### src/rtl/rfsh_pkg.sv
package rfsh_pkg;

    typedef enum logic [2:0] {
        S_IDLE,
        S_WAIT,
        S_AREF,
        S_TRC,
        S_SR_ENTER,
        S_SELF,
        S_SR_EXIT
    } seq_state_e;

    typedef struct packed {
        logic cs_n;
        logic ras_n;
        logic cas_n;
        logic we_n;
        logic cke;
    } pin_bundle_t;

    localparam pin_bundle_t PINS_NOP     = '{cs_n: 1'b0, ras_n: 1'b1, cas_n: 1'b1, we_n: 1'b1, cke: 1'b1};
    localparam pin_bundle_t PINS_AREF    = '{cs_n: 1'b0, ras_n: 1'b0, cas_n: 1'b0, we_n: 1'b1, cke: 1'b1};
    localparam pin_bundle_t PINS_SR_GO   = '{cs_n: 1'b0, ras_n: 1'b0, cas_n: 1'b0, we_n: 1'b1, cke: 1'b0};
    localparam pin_bundle_t PINS_SR_HOLD = '{cs_n: 1'b1, ras_n: 1'b1, cas_n: 1'b1, we_n: 1'b1, cke: 1'b0};

    function automatic int ceil_div(input int num, input int den);
        return (num + den - 1) / den;
    endfunction

    function automatic int width_for(input int max_val);
        return (max_val < 2) ? 1 : $clog2(max_val + 1);
    endfunction

endpackage

### src/rtl/rfsh_interval_timer.sv
module rfsh_interval_timer #(
    parameter int REFI_CYC  = 3900,
    parameter int BURST_LEN = 2048,
    parameter int OWE_W     = 4
) (
    input  logic clk,
    input  logic rst_n,
    input  logic burst_mode,
    input  logic hold,
    input  logic consume,
    output logic owed_nz
);
    import rfsh_pkg::*;

    localparam int PER_B = REFI_CYC * BURST_LEN;
    localparam int CW    = width_for(PER_B);
    localparam logic [CW-1:0] LAST_D = CW'(REFI_CYC - 1);
    localparam logic [CW-1:0] LAST_B = CW'(PER_B - 1);
    localparam logic [OWE_W-1:0] OWE_MAX = '1;

    logic [CW-1:0]    count_q;
    logic [CW-1:0]    last_cnt;
    logic             expire;
    logic [OWE_W-1:0] owed_q;

    assign last_cnt = burst_mode ? LAST_B : LAST_D;
    assign expire   = !hold && (count_q >= last_cnt);

    always_ff @(posedge clk or negedge rst_n) begin
        if (!rst_n) begin
            count_q <= '0;
        end else if (hold || expire) begin
            count_q <= '0;
        end else begin
            count_q <= count_q + 1'b1;
        end
    end

    always_ff @(posedge clk or negedge rst_n) begin
        if (!rst_n) begin
            owed_q <= '0;
        end else if (hold) begin
            owed_q <= '0;
        end else if (expire && !consume) begin
            if (owed_q != OWE_MAX) begin
                owed_q <= owed_q + 1'b1;
            end
        end else if (consume && !expire) begin
            if (owed_q != '0) begin
                owed_q <= owed_q - 1'b1;
            end
        end
    end

    assign owed_nz = (owed_q != '0);

endmodule

### src/rtl/rfsh_down_counter.sv
module rfsh_down_counter #(
    parameter int W = 4
) (
    input  logic         clk,
    input  logic         rst_n,
    input  logic         load,
    input  logic [W-1:0] load_val,
    input  logic         dec,
    output logic         zero
);
    logic [W-1:0] cnt_q;

    always_ff @(posedge clk or negedge rst_n) begin
        if (!rst_n) begin
            cnt_q <= '0;
        end else if (load) begin
            cnt_q <= load_val;
        end else if (dec && (cnt_q != '0)) begin
            cnt_q <= cnt_q - 1'b1;
        end
    end

    assign zero = (cnt_q == '0);

endmodule

### src/rtl/refresh_sequencer.sv
module refresh_sequencer #(
    parameter int CLK_PERIOD_PS = 4000,
    parameter int REFI_PS       = 15_600_000,
    parameter int TRC_PS        = 70_000,
    parameter int BURST_LEN     = 2048,
    parameter int OWE_W         = 4
) (
    input  logic clk,
    input  logic rst_n,
    input  logic burst_mode,
    input  logic banks_idle,
    input  logic ref_gnt,
    input  logic sr_req,
    input  logic sr_exit,
    output logic ref_req,
    output logic cs_n,
    output logic ras_n,
    output logic cas_n,
    output logic we_n,
    output logic cke
);
    import rfsh_pkg::*;

    localparam int REFI_CYC = ceil_div(REFI_PS, CLK_PERIOD_PS);
    localparam int TRC_CYC  = ceil_div(TRC_PS, CLK_PERIOD_PS);
    localparam int TW       = width_for(TRC_CYC);
    localparam int BW       = width_for(BURST_LEN);
    localparam logic [TW-1:0] TRC_LOAD   = TW'(TRC_CYC - 1);
    localparam logic [BW-1:0] BURST_LOAD = BW'(BURST_LEN - 1);

    seq_state_e  state_q, state_d;
    pin_bundle_t pins;

    logic owed_nz;
    logic hold;
    logic consume;
    logic trc_zero, trc_load, trc_dec;
    logic burst_zero, burst_load, burst_dec;
    logic [BW-1:0] burst_val;
    logic grant_ok;

    assign grant_ok = ref_gnt && banks_idle;

    // Interval timer and owed-refresh count
    rfsh_interval_timer #(
        .REFI_CYC (REFI_CYC),
        .BURST_LEN(BURST_LEN),
        .OWE_W    (OWE_W)
    ) u_interval (
        .clk       (clk),
        .rst_n     (rst_n),
        .burst_mode(burst_mode),
        .hold      (hold),
        .consume   (consume),
        .owed_nz   (owed_nz)
    );

    // No-operation cycle counter (after refresh and after wake-up)
    rfsh_down_counter #(.W(TW)) u_trc (
        .clk     (clk),
        .rst_n   (rst_n),
        .load    (trc_load),
        .load_val(TRC_LOAD),
        .dec     (trc_dec),
        .zero    (trc_zero)
    );

    // Remaining refreshes of the current burst
    rfsh_down_counter #(.W(BW)) u_burst (
        .clk     (clk),
        .rst_n   (rst_n),
        .load    (burst_load),
        .load_val(burst_val),
        .dec     (burst_dec),
        .zero    (burst_zero)
    );

    // State register
    always_ff @(posedge clk or negedge rst_n) begin
        if (!rst_n) begin
            state_q <= S_IDLE;
        end else begin
            state_q <= state_d;
        end
    end

    // Next state
    always_comb begin
        state_d = state_q;
        unique case (state_q)
            S_IDLE: begin
                if (owed_nz || sr_req) begin
                    state_d = S_WAIT;
                end
            end
            S_WAIT: begin
                if (grant_ok) begin
                    if (owed_nz) begin
                        state_d = S_AREF;
                    end else if (sr_req) begin
                        state_d = S_SR_ENTER;
                    end else begin
                        state_d = S_IDLE;
                    end
                end
            end
            S_AREF: begin
                state_d = S_TRC;
            end
            S_TRC: begin
                if (trc_zero) begin
                    state_d = burst_zero ? S_IDLE : S_AREF;
                end
            end
            S_SR_ENTER: begin
                state_d = S_SELF;
            end
            S_SELF: begin
                if (sr_exit) begin
                    state_d = S_SR_EXIT;
                end
            end
            S_SR_EXIT: begin
                if (trc_zero) begin
                    state_d = burst_mode ? S_AREF : S_IDLE;
                end
            end
            default: begin
                state_d = S_IDLE;
            end
        endcase
    end

    // Counter control
    assign hold       = (state_q == S_SR_ENTER) || (state_q == S_SELF) || (state_q == S_SR_EXIT);
    assign consume    = (state_q == S_WAIT) && grant_ok && owed_nz;
    assign trc_load   = (state_q == S_AREF) || ((state_q == S_SELF) && sr_exit);
    assign trc_dec    = (state_q == S_TRC) || (state_q == S_SR_EXIT);
    assign burst_load = consume || ((state_q == S_SR_EXIT) && trc_zero && burst_mode);
    assign burst_val  = burst_mode ? BURST_LOAD : '0;
    assign burst_dec  = (state_q == S_TRC) && trc_zero && !burst_zero;

    // Outputs
    always_comb begin
        pins    = PINS_NOP;
        ref_req = 1'b1;
        unique case (state_q)
            S_IDLE: begin
                pins    = PINS_NOP;
                ref_req = 1'b0;
            end
            S_WAIT:     pins = PINS_NOP;
            S_AREF:     pins = PINS_AREF;
            S_TRC:      pins = PINS_NOP;
            S_SR_ENTER: pins = PINS_SR_GO;
            S_SELF:     pins = PINS_SR_HOLD;
            S_SR_EXIT:  pins = PINS_NOP;
            default: begin
                pins    = PINS_NOP;
                ref_req = 1'b0;
            end
        endcase
    end

    assign cs_n  = pins.cs_n;
    assign ras_n = pins.ras_n;
    assign cas_n = pins.cas_n;
    assign we_n  = pins.we_n;
    assign cke   = pins.cke;

endmodule

### config.mk
export PLATFORM = sky130hd
export DESIGN_NAME = refresh_sequencer
export DESIGN_NICKNAME = d
export VERILOG_FILES = /design/src/rtl/rfsh_pkg.sv /design/src/rtl/rfsh_interval_timer.sv /design/src/rtl/rfsh_down_counter.sv /design/src/rtl/refresh_sequencer.sv
export SDC_FILE = /design/constraint.sdc
export NUM_CORES = 1
export LEC_CHECK = 0
export ABC_AREA = 1
export ABC_CLOCK_PERIOD_IN_PS = 6250
export BUFFER_PORTS_ARGS = -buffer_cell sky130_fd_sc_hd__buf_2
export CAP_MARGIN = 20
export CORE_ASPECT_RATIO = 1.75
export CORE_UTILIZATION = 35
export CTS_BUF_LIST = sky130_fd_sc_hd__clkbuf_16
export CTS_CLUSTER_DIAMETER = 120
export CTS_CLUSTER_SIZE = 25
export DETAILED_ROUTE_END_ITERATION = 7
export PLACE_DENSITY_LB_ADDON = 0.1
export SYNTH_ARGS = -nofsm -noshare
export SYNTH_HDL_FRONTEND = slang
export SYNTH_SLANG_ARGS = --single-unit
### constraint.sdc
create_clock -name clk -period 6.25 [get_ports clk]
set_input_delay 0.3125 -clock clk [delete_from_list [all_inputs] [get_ports clk]]
set_output_delay 0.3125 -clock clk [all_outputs]
set_load 0.02 [all_outputs]
## Yosys cells after proc, flatten, opt, wreduce, memory -nomap -nowiden

Cells that the tools add are included.

- Add/subtract/negate cells: 5
- $lt $le $gt $ge: 1
- Equal/unequal tests: 13
- Multiplexer cells: 24
- Reduce and logical (&&, ||, !) cells: 37

Operators with widths:

| operator | count |
|---|---|
| $mux 23 | 2 |
| $mux 12 | 2 |
| $add 23x1->23 const B | 1 |
| $ge 23x23->1 | 1 |
| $mux 3 | 7 |
| $pmux 3 s7 | 1 |
| $mux 4 | 5 |
| $pmux 5 s3 | 1 |
| $logic_and 1x1->1 | 13 |
| $logic_not 12->1 | 1 |
| $reduce_bool 12->1 | 1 |
| $sub 12x1->12 const B | 1 |
| $mux 11 | 1 |
| $mux 5 | 2 |
| $ne 2x2->1 const B | 5 |
| $eq 3x3->1 const B | 3 |
| $logic_or 1x1->1 | 7 |
| $eq 3x2->1 const B | 2 |
| $reduce_bool 3->1 | 2 |
| $reduce_or 6->1 | 1 |
| $logic_not 5->1 | 1 |
| $reduce_and 5->1 | 1 |
| $reduce_bool 5->1 | 1 |
| $sub 5x1->5 const B | 1 |
| 12 further kinds | 17 |

- Flip-flop bits (word level): 47
- Output and inout port bits: 6

## Depth between registers and ports, before layout

Gate-level depths: netlist (run 1).

- Depth after elaboration: 10
- Mapped depth: 18
- Depth with buffers taken out: 18

## By module

Synthesis (run 1) repeated with hierarchy kept, for this count alone.

- Cell total of the unflattened synthesis: 511
- Area, all modules: 3663.5 um^2

Modules (own cells, without submodules):

| module | times used | cells an instance | area each (um^2) | seq. area each (um^2) |
|---|---|---|---|---|
| rfsh_interval_timer | 1 | 265 | 1969.4 | 675.6 |
| rfsh_down_counter at u_burst | 1 | 130 | 904.6 | 300.3 |
| refresh_sequencer | 1 | 70 | 454.2 | 75.1 |
| rfsh_down_counter at u_trc | 1 | 46 | 335.3 | 125.1 |

## Worst setup path before layout (run 1)

No wires, ideal clock.

- Kind: input to register
- Start point: in burst_mode
- End point: reg u_interval.owed_q[3]
- Setup time: 0.117 ns
- Data arrival time: 2.419 ns
- Required time: 6.133 ns
- Path slack: 3.714 ns
- Stages: 18
- Path buffers: 0
- Cells stage by stage: inv_1 ha_1 nand2_1 inv_1 nand2_1 nand2_1 nor2_1 nand4_1 nand2_1 ha_1 a21oi_1 nand2_1 xor2_1 inv_1 nand2_1 nand2_1 nand3_1 nand2_1

- Word-level cells in the longest chain between the ends: 7

Ends and longest elaborated chain:

| what | RTL line | RTL |
|---|---|---|
| start: declaration | refresh_sequencer.sv:10 | `input logic burst_mode,` |
| $mux 23 (*) | rfsh_interval_timer.sv:26 | `assign last_cnt = burst_mode ? LAST_B : LAST_D;` |
| $ge 23x23->1 (*) | rfsh_interval_timer.sv:27 | `assign expire = !hold && (count_q >= last_cnt);` |
| $logic_and 1x1->1 (*) | rfsh_interval_timer.sv:27 |  |
| $logic_not 1->1 | rfsh_interval_timer.sv:48 | `end else if (consume && !expire) begin` |
| $logic_and 1x1->1 | rfsh_interval_timer.sv:48 |  |
| $reduce_bool 3->1 (no source line) | - |  |
| $reduce_and 3->1 (no source line) | - |  |
| end signal: assignment | rfsh_interval_timer.sv:46 | `owed_q <= owed_q + 1'b1;` |
| end signal: assignment | rfsh_interval_timer.sv:50 | `owed_q <= owed_q - 1'b1;` |
| end: declaration | rfsh_interval_timer.sv:24 | `logic [OWE_W-1:0] owed_q;` |

Mark *: on every way between the ends. The rest lies on a longest branch, timed or not.
A chain may end at the register's enable or synchronous reset.

## Worst setup path in the final report (run 1)

Ends and elaborated chain as after synthesis.

==> results of run 1 <==
-- state kept, by name, indices dropped and copies added (netlist names) --
signal,count
u_interval.count_q,23
u_interval.owed_q,4
u_burst.cnt_q,12
state_q,3
u_trc.cnt_q,5
-- cells by family (layout without fill, tap and decap cells) --
group / count (synthesis) / in the layout / synth area share [%]
AND/OR/NAND/NOR: 238 / 238 / 34.1
AO/OA/AOI/OAI: 49 / 49 / 9.55
XOR/XNOR: 19 / 19 / 5.04
adder cells (fa/ha/maj): 17 / 17 / 6.67
flip-flops: 47 / 47 / 35.6
buffers and inverters: 68 / 79 / 8.98
other: 1 / 1 / 0.114
-- metrics by stage --
step           cells  hold WS, ns
6_report         570        0.127
2_1_floorplan    439       0.0169
4_1_cts          570        0.157
3_3_place_gp     564        0.469
5_1_grt          570        0.192
3_5_place_dp     564        0.464
-- critical path, cell delays in order --
cell and delay (ns):
buf_2 0.11, inv_1 0.38, ha_1 0.35, nand2_1 0.12
inv_1 0.06, nand2_1 0.06, nand2_1 0.04, nor2_1 0.16
nand4_1 0.20, nand2_1 0.18, ha_1 0.29, a21oi_1 0.17
nand2_1 0.08, xor2_1 0.16, inv_1 0.05, nand2_1 0.06
nand2_1 0.05, nand3_1 0.07, nand2_1 0.05
-- cell type report --
| cell class | count | area share [%] |
|---|---|---|
| Clock buffer | 5 | 3.50 |
| Clock inverter | 1 | 0.105 |
| Inverter | 61 | 6.47 |
| Multi-Input combinational cell | 324 | 51.1 |
| Sequential cell | 47 | 32.9 |
| Tap cell | 120 | 4.19 |
| Timing Repair Buffer | 12 | 1.75 |
-- worst max path at each step --
stage | slack (ns) | to | start
6_report | 3.50 | u_interval.owed_q[3] | burst_mode
3_5_place_dp | 3.16 | u_interval.owed_q[3] | burst_mode
4_1_cts | 3.47 | u_interval.owed_q[3] | burst_mode
2_1_floorplan | 3.71 | u_interval.owed_q[3] | burst_mode
3_3_place_gp | 3.29 | u_interval.owed_q[3] | burst_mode
5_1_grt | 3.19 | u_interval.owed_q[3] | burst_mode
-- metal layers --
layer	track usage [%]	share of wire (%)	wire length, µm
met5	0	0	0
met2	32.1	56	4220
met3	2.76	2.0	146
met1	16.0	38	2830
met4	9.15	3.6	271
-- power by group through the flow --
| stage | Sequential [W] | Combinational, W | Clock [W] |
|---|---|---|---|
| after CTS | 0.000304 | 0.0000188 | 0.000261 |
| after global routing | 0.000304 | 0.0000212 | 0.000273 |
| final | 0.000304 | 0.0000178 | 0.000249 |
| after floorplan | 0.000310 | 0.00000760 | 0 |
| after global placement | 0.000310 | 0.0000185 | 0 |
| after detailed placement | 0.000310 | 0.0000187 | 0 |
-- layout by cell type (no fill, tap or decap), types with 2 or more instances in the layout --
master     instances
nor2_2             9
nor4_1             3
clkbuf_16          5
nand2_1           90
o21ai_1            2
a21oi_1           10
nand4_1           11
a221oi_1           2
a31oi_1           10
xor2_1            12
nor2_1            76
nor3b_2            2
nand2_2            8
nand3_2            5
xnor2_1            7
nand4_2            2
inv_1             57
buf_2             11
o21a_1             5
nor2_4             3
o21ai_2            4
ha_1              16
nand3_1           12
o21ai_0           12
nor3b_1            2
dfrtp_1           47
inv_2              4
nor3_1            11
==> out/results.ini, run 1 <==
[sta]
tightest_slew_ns = 0.608
finalCriticalPeriod_ns = 2.75
final-max-slew-violation-count = 0
finalSetupViolations = 0
setup_ws_ns = 3.50
tns_ns = 0
hold_violations = 0
slew_headroom_pct = 59.5
clock_skew_ns = 0.00546
rsz0062_at_grt = no
finalCritPeriodShare_pct = 44.1
fmax_ghz = 0.363

[global_routing]
grt_usage_pct = 16.7
grt_pass1_vias = 2775
grt_max_degree = 48
antenna_found_initial = 0
grt_pass1_wl_um = 12300
grt-ovfl-total = 0

[floorplan]
die_w_um = 75.4
boundaryPins = 13
rows = 46
initial_core_util_pct = 36.3
dieArea_um2 = 9850
coreArea_um2 = 9090
die_h_um = 131

[cts]
cts_buffer_depth = 2
htree_levels = 2
cts_resized = 0
postCtsSetupRepairBufs = 0
cts_hold_buf = 0
cts.sinks = 47
cts_made_buffers = 5
cts_tree = done
clock_latency_ns = 0.29
cts-root-buf = clkbuf_16
clk_transition_reported_paths_ns = 0.06

[setup_path]
r2r_start = u_interval.count_q[14]
r2r_setup_slack_ns = 3.59
startpoint_type = input pin
cp-end-kind = flop
r2r-end = u_interval.owed_q[3]
critical_path.max_fanout = 12
r2r_cells = 17
path_class = input pin to flop
critPathRequiredTime_ns = 6.43
arrival_ns = 2.93

[power]
intPower_w = 0.000451
p_comb_share_pct = 3.1
p_sw_w = 0.000120
cellLeakagePower_nw = 1.73
power.total_w = 0.000571
p_per_area_nw_per_um2 = 160
sequentialPowerShare_pct = 53.3
swShare_pct = 21.0
p_clk_share_pct = 43.6
peakVddDrop_uv = 136

[place]
place_ws_ns = 3.16
port_buffers = 11
gp_congestion = 0.859
postPlaceCellArea_um2 = 3450
dpl.hpwl_um = 5800

[synth]
synth_warnings = 0
synthTopCellsByArea = dfrtp_1 36%, nand2_1 10%, nor2_1 8.6%
yosysTopAreaCell = dfrtp_1
synth_edf_count = 0
synthTopCellsByCount = 90 x nand2_1, 76 x nor2_1, 56 x inv_1
yosys.area.top_type_share_pct = 35.6
synth_nets = 463
synth.avg_cell_area_um2 = 7.52
async_reset_ff_share_pct = 100
synth_cell_type_count = 40
seq_area_frac_synth_pct = 35.6
synth_seq_cells = 47
ys.flop_type = dfrtp_1
synth_most_common_cell = nand2_1
synthCells = 439
syn_area_um2 = 3300

[cells_and_area]
fill_cells = 1012
diodes = 0
seq_area_um2 = 1180
final_cell_area_um2 = 3580
nets = 475
fin_util_pct = 39.4
drive_gt1_share_pct = 13.3
multiInputGateArea_um2 = 1830
syn_to_final_growth_pct = 8.37

[run_status]
outcome = complete, no violations

[worst_hold_path]
hp-class = input pin to asynchronous set/reset pin

[route]
wl_per_cell_um = 13.1
drt_first_pass_iters = 6
vias = 2809
drc = 0
drt_iter0_drc = 79
route.antenna.remaining_nets = 0
wl_um = 7470
vias_per_cell = 4.93

[run]
drv_cap = 0

Note: power is estimated with default switching activity, not from simulation.
==> inputs of run 2 (changes only) <==
--- a/config.mk
+++ b/config.mk
@@ -5,8 +5,8 @@
 export SDC_FILE = /design/constraint.sdc
 export NUM_CORES = 1
 export LEC_CHECK = 0
-export ABC_AREA = 1
-export ABC_CLOCK_PERIOD_IN_PS = 6250
+export ABC_AREA = 0
+export ABC_CLOCK_PERIOD_IN_PS = 2800
 export BUFFER_PORTS_ARGS = -buffer_cell sky130_fd_sc_hd__buf_2
 export CAP_MARGIN = 20
 export CORE_ASPECT_RATIO = 1.75
==> constraint.sdc (replaced) <==
create_clock -name clk -period 2.8 [get_ports clk]
set_input_delay 0.14 -clock clk [delete_from_list [all_inputs] [get_ports clk]]
set_output_delay 0.14 -clock clk [all_outputs]
set_load 0.02 [all_outputs]
==> run 2 against run 1 <==
First-iteration DRC count up 42%. Setup slack worse by 3.4 ns. Highest routed layer unchanged. Sequential cell count unchanged. Critical path depth fell by 8. The flow now finishes with violations (design-rule violations). Hold slack improved by 0.085 ns. Largest power group unchanged. Routed wire length is 7.8% lower. Non-clock buffer count rose by 34. Largest cell class unchanged. Cell count fell by 22%. Design area is 1.8% lower. Die area down 12%.
==> out/results.ini, run 2 <==
[synth]
yosysTopAreaCell = dfrtp_1
synthTopCellsByArea = dfrtp_1 41%, ha_1 6.9%, xor2_1 5.5%
seq_area_frac_synth_pct = 40.8  ; +5.2 points
synth_warnings = 0  ; unchanged
synth_seq_cells = 47  ; unchanged
synth.avg_cell_area_um2 = 9.22  ; +23%
async_reset_ff_share_pct = 100  ; unchanged
yosys.area.top_type_share_pct = 40.8  ; +5.2 points
synth_edf_count = 0  ; unchanged
synth_cell_type_count = 56  ; +40%
synthTopCellsByCount = 47 x dfrtp_1, 38 x nor2_1, 24 x a21oi_1
synth_most_common_cell = dfrtp_1
syn_area_um2 = 2890  ; -13%
ys.flop_type = dfrtp_1
synth_nets = 337  ; -27%
synthCells = 313  ; -29%

[power]
peakVddDrop_uv = 434  ; +220%
cellLeakagePower_nw = 1.56  ; -9.9%
power.total_w = 0.00154  ; +170%
p_per_area_nw_per_um2 = 439  ; +180%

[cts]
cts.sinks = 47  ; unchanged
clock_latency_ns = 0.29  ; about the same
clk_transition_reported_paths_ns = 0.07  ; about the same
cts-root-buf = clkbuf_16
htree_levels = 2  ; unchanged
cts_tree = done
cts_buffer_depth = 2  ; unchanged
cts_made_buffers = 5  ; unchanged

[sta]
finalCriticalPeriod_ns = 2.70
clock_skew_ns = 0.00454  ; -0.000921 ns
worst_hold_slack_ns = 0.212  ; +0.0853 ns
slew_headroom_pct = 34.4  ; -25 points
hold_violations = 0  ; unchanged
final-max-slew-violation-count = 0  ; unchanged
rsz0062_at_grt = yes
fmax_ghz = 0.371
tightest_slew_ns = 0.985  ; +0.377 ns
setup_ws_ns = 0.101  ; -3.40 ns
finalSetupViolations = 0  ; unchanged
finalCritPeriodShare_pct = 96.4
tns_ns = 0  ; unchanged

[route]
top_layer = met4
drt_iter0_drc = 112  ; +42%
drt_first_pass_iters = 6  ; unchanged
wl_per_cell_um = 15.5  ; +18%
route.met2.wl_um = 3960  ; -6.2%
route.antenna.remaining_nets = 0  ; unchanged
vias = 2347  ; -16%
wl_met3_um = 107  ; -27%
wl_um = 6890  ; -7.8%
vias_per_cell = 5.27  ; +7.0%
drc = 2  ; +2
met1_length_um = 2700  ; -4.8%

[floorplan]
boundaryPins = 13  ; unchanged
rows = 43  ; -6.5%
coreArea_um2 = 7960  ; -12%
initial_core_util_pct = 36.2  ; -0.089 points
die_h_um = 122  ; -6.4%
die_w_um = 70.6  ; -6.4%
dieArea_um2 = 8630  ; -12%

[setup_path]
max_stage_delay_ns = 0.41  ; +0.03 ns
critPathRequiredTime_ns = 2.98  ; -3.45 ns
cp-end-kind = flop
startpoint_type = flop
cpMaxStageDelayCell = dfrtp_1
arrival_ns = 2.88  ; -0.05 ns
critical_path.max_fanout = 2  ; -10
path_class = flop to flop
cp_cell_sequence = ha_2, a2111oi_4, o221ai_1, a31o_2, or2_4, nand3_4, ha_4, a21o_1, a21oi_2, mux2_4, mux2i_1

[place]
gp_congestion = 0.788  ; -8.3%
placed_cells = 432  ; -23%
place_ws_ns = -0.261  ; -3.42 ns
port_buffers = 11  ; unchanged
dpl.hpwl_um = 5110  ; -12%

[global_routing]
grt_pass1_vias = 2462  ; -11%
grt-ovfl-total = 0  ; unchanged
grt_usage_pct = 17.8  ; +1.2 points
grt_max_degree = 32  ; -33%
antenna_found_initial = 0  ; unchanged
grt_pass1_wl_um = 11800  ; -3.7%

[run_status]
outcome = complete, but fails checks
violations = design-rule violations

[cells_and_area]
seq_area_um2 = 1180  ; unchanged
drive_gt1_share_pct = 20.0  ; +6.7 points
fill_cells = 847  ; -16%
final_common_cell = dfrtp_1
diodes = 0  ; unchanged
nets = 378  ; -20%
reg_top3 = u_interval.count_q x23, u_burst.cnt_q x12, u_trc.cnt_q x5
layout.cells.non_filler = 445  ; -22%
largest_register_ff_count = 23  ; unchanged
top_register = u_interval.count_q
multiInputGateArea_um2 = 1680  ; -8.1%
syn_to_final_growth_pct = 21.8
final_cell_mix = 47 x dfrtp_1, 38 x nor2_1, 34 x buf_4

[run]
drv_cap = 0  ; unchanged

[worst_hold_path]
hp-class = input pin to flop

run 2: through the flow:
step           utilization (%)  area (µm²)
6_report                  44.1        3510
5_1_grt                   44.1        3510
4_1_cts                   43.6        3470
3_5_place_dp              40.5        3230
3_3_place_gp              40.5        3230
2_1_floorplan                -        2910
run 2: path summary, 6_finish.rpt:
| kind | start | end | slack (ns) | cells after the start |
|---|---|---|---|---|
| max | u_interval.count_q[15] | u_interval.owed_q[3] | 0.10 | 11 |
| min | sr_req | state_q[0] | 0.21 | 3 |
| max reg2reg | u_interval.count_q[15] | u_interval.owed_q[3] | 0.10 | 11 |
| min reg2reg | u_trc.cnt_q[4] | u_trc.cnt_q[4] | 0.51 | 1 |
| max in group asynchronous | rst_n | u_interval.count_q[16] | 1.63 | 3 |
| min in group asynchronous | rst_n | u_interval.count_q[1] | 0.46 | 2 |
run 2: layer usage:
metal | GRT usage [%] | vias up
li1 | - | 1181
met1 | 18.5 | 1138
met2 | 35.6 | 21
met3 | 2.56 | 7
met4 | 6.25 | 0
met5 | 0 | -
run 2: kinds of logic after synthesis:
family / synth area share (%)
XOR/XNOR: 10.0
other: 0.130
adder cells (fa/ha/maj): 7.63
buffers and inverters: 4.47
flip-flops: 40.8
multiplexers: 0.737
AO/OA/AOI/OAI: 12.8
AND/OR/NAND/NOR: 23.5
run 2: power breakdown:
group	switching, W	total (W)	internal, W	leakage [nW]
logic	0.0000677	0.000131	0.0000636	0.912
registers	0.0000209	0.000719	0.000698	0.570
clock network	0.000271	0.000693	0.000422	0.0818
total	0.000360	0.00154	0.00118	1.56
run 2: area by class of cell:
cell class                      count  area share [%]
Clock buffer                        5            3.56
Clock inverter                      3            1.21
Inverter                           14            1.60
Multi-Input combinational cell    240            47.8
Sequential cell                    47            33.5
Tap cell                           90            3.20
Timing Repair Buffer               46            9.11
run 2: repair_timing:
item                                   in CTS  in global routing
gates resized for setup                     7                  5
gates cloned                                0                  0
setup buffers                               1                  3
pin swaps                                   6                  7
hold buffers                                1                  0
endpoints found under the hold margin      30                  0
setup endpoints to repair                   1                  3
run 2: critical path: cells and delay by family (launching register included):
| family | cells | cell delay [ns] |
|---|---|---|
| multiplexers | 2 | 0.44 |
| flip-flops | 1 | 0.41 |
| AO/OA/AOI/OAI | 5 | 1.04 |
| AND/OR/NAND/NOR | 2 | 0.31 |
| adder cells (fa/ha/maj) | 2 | 0.40 |
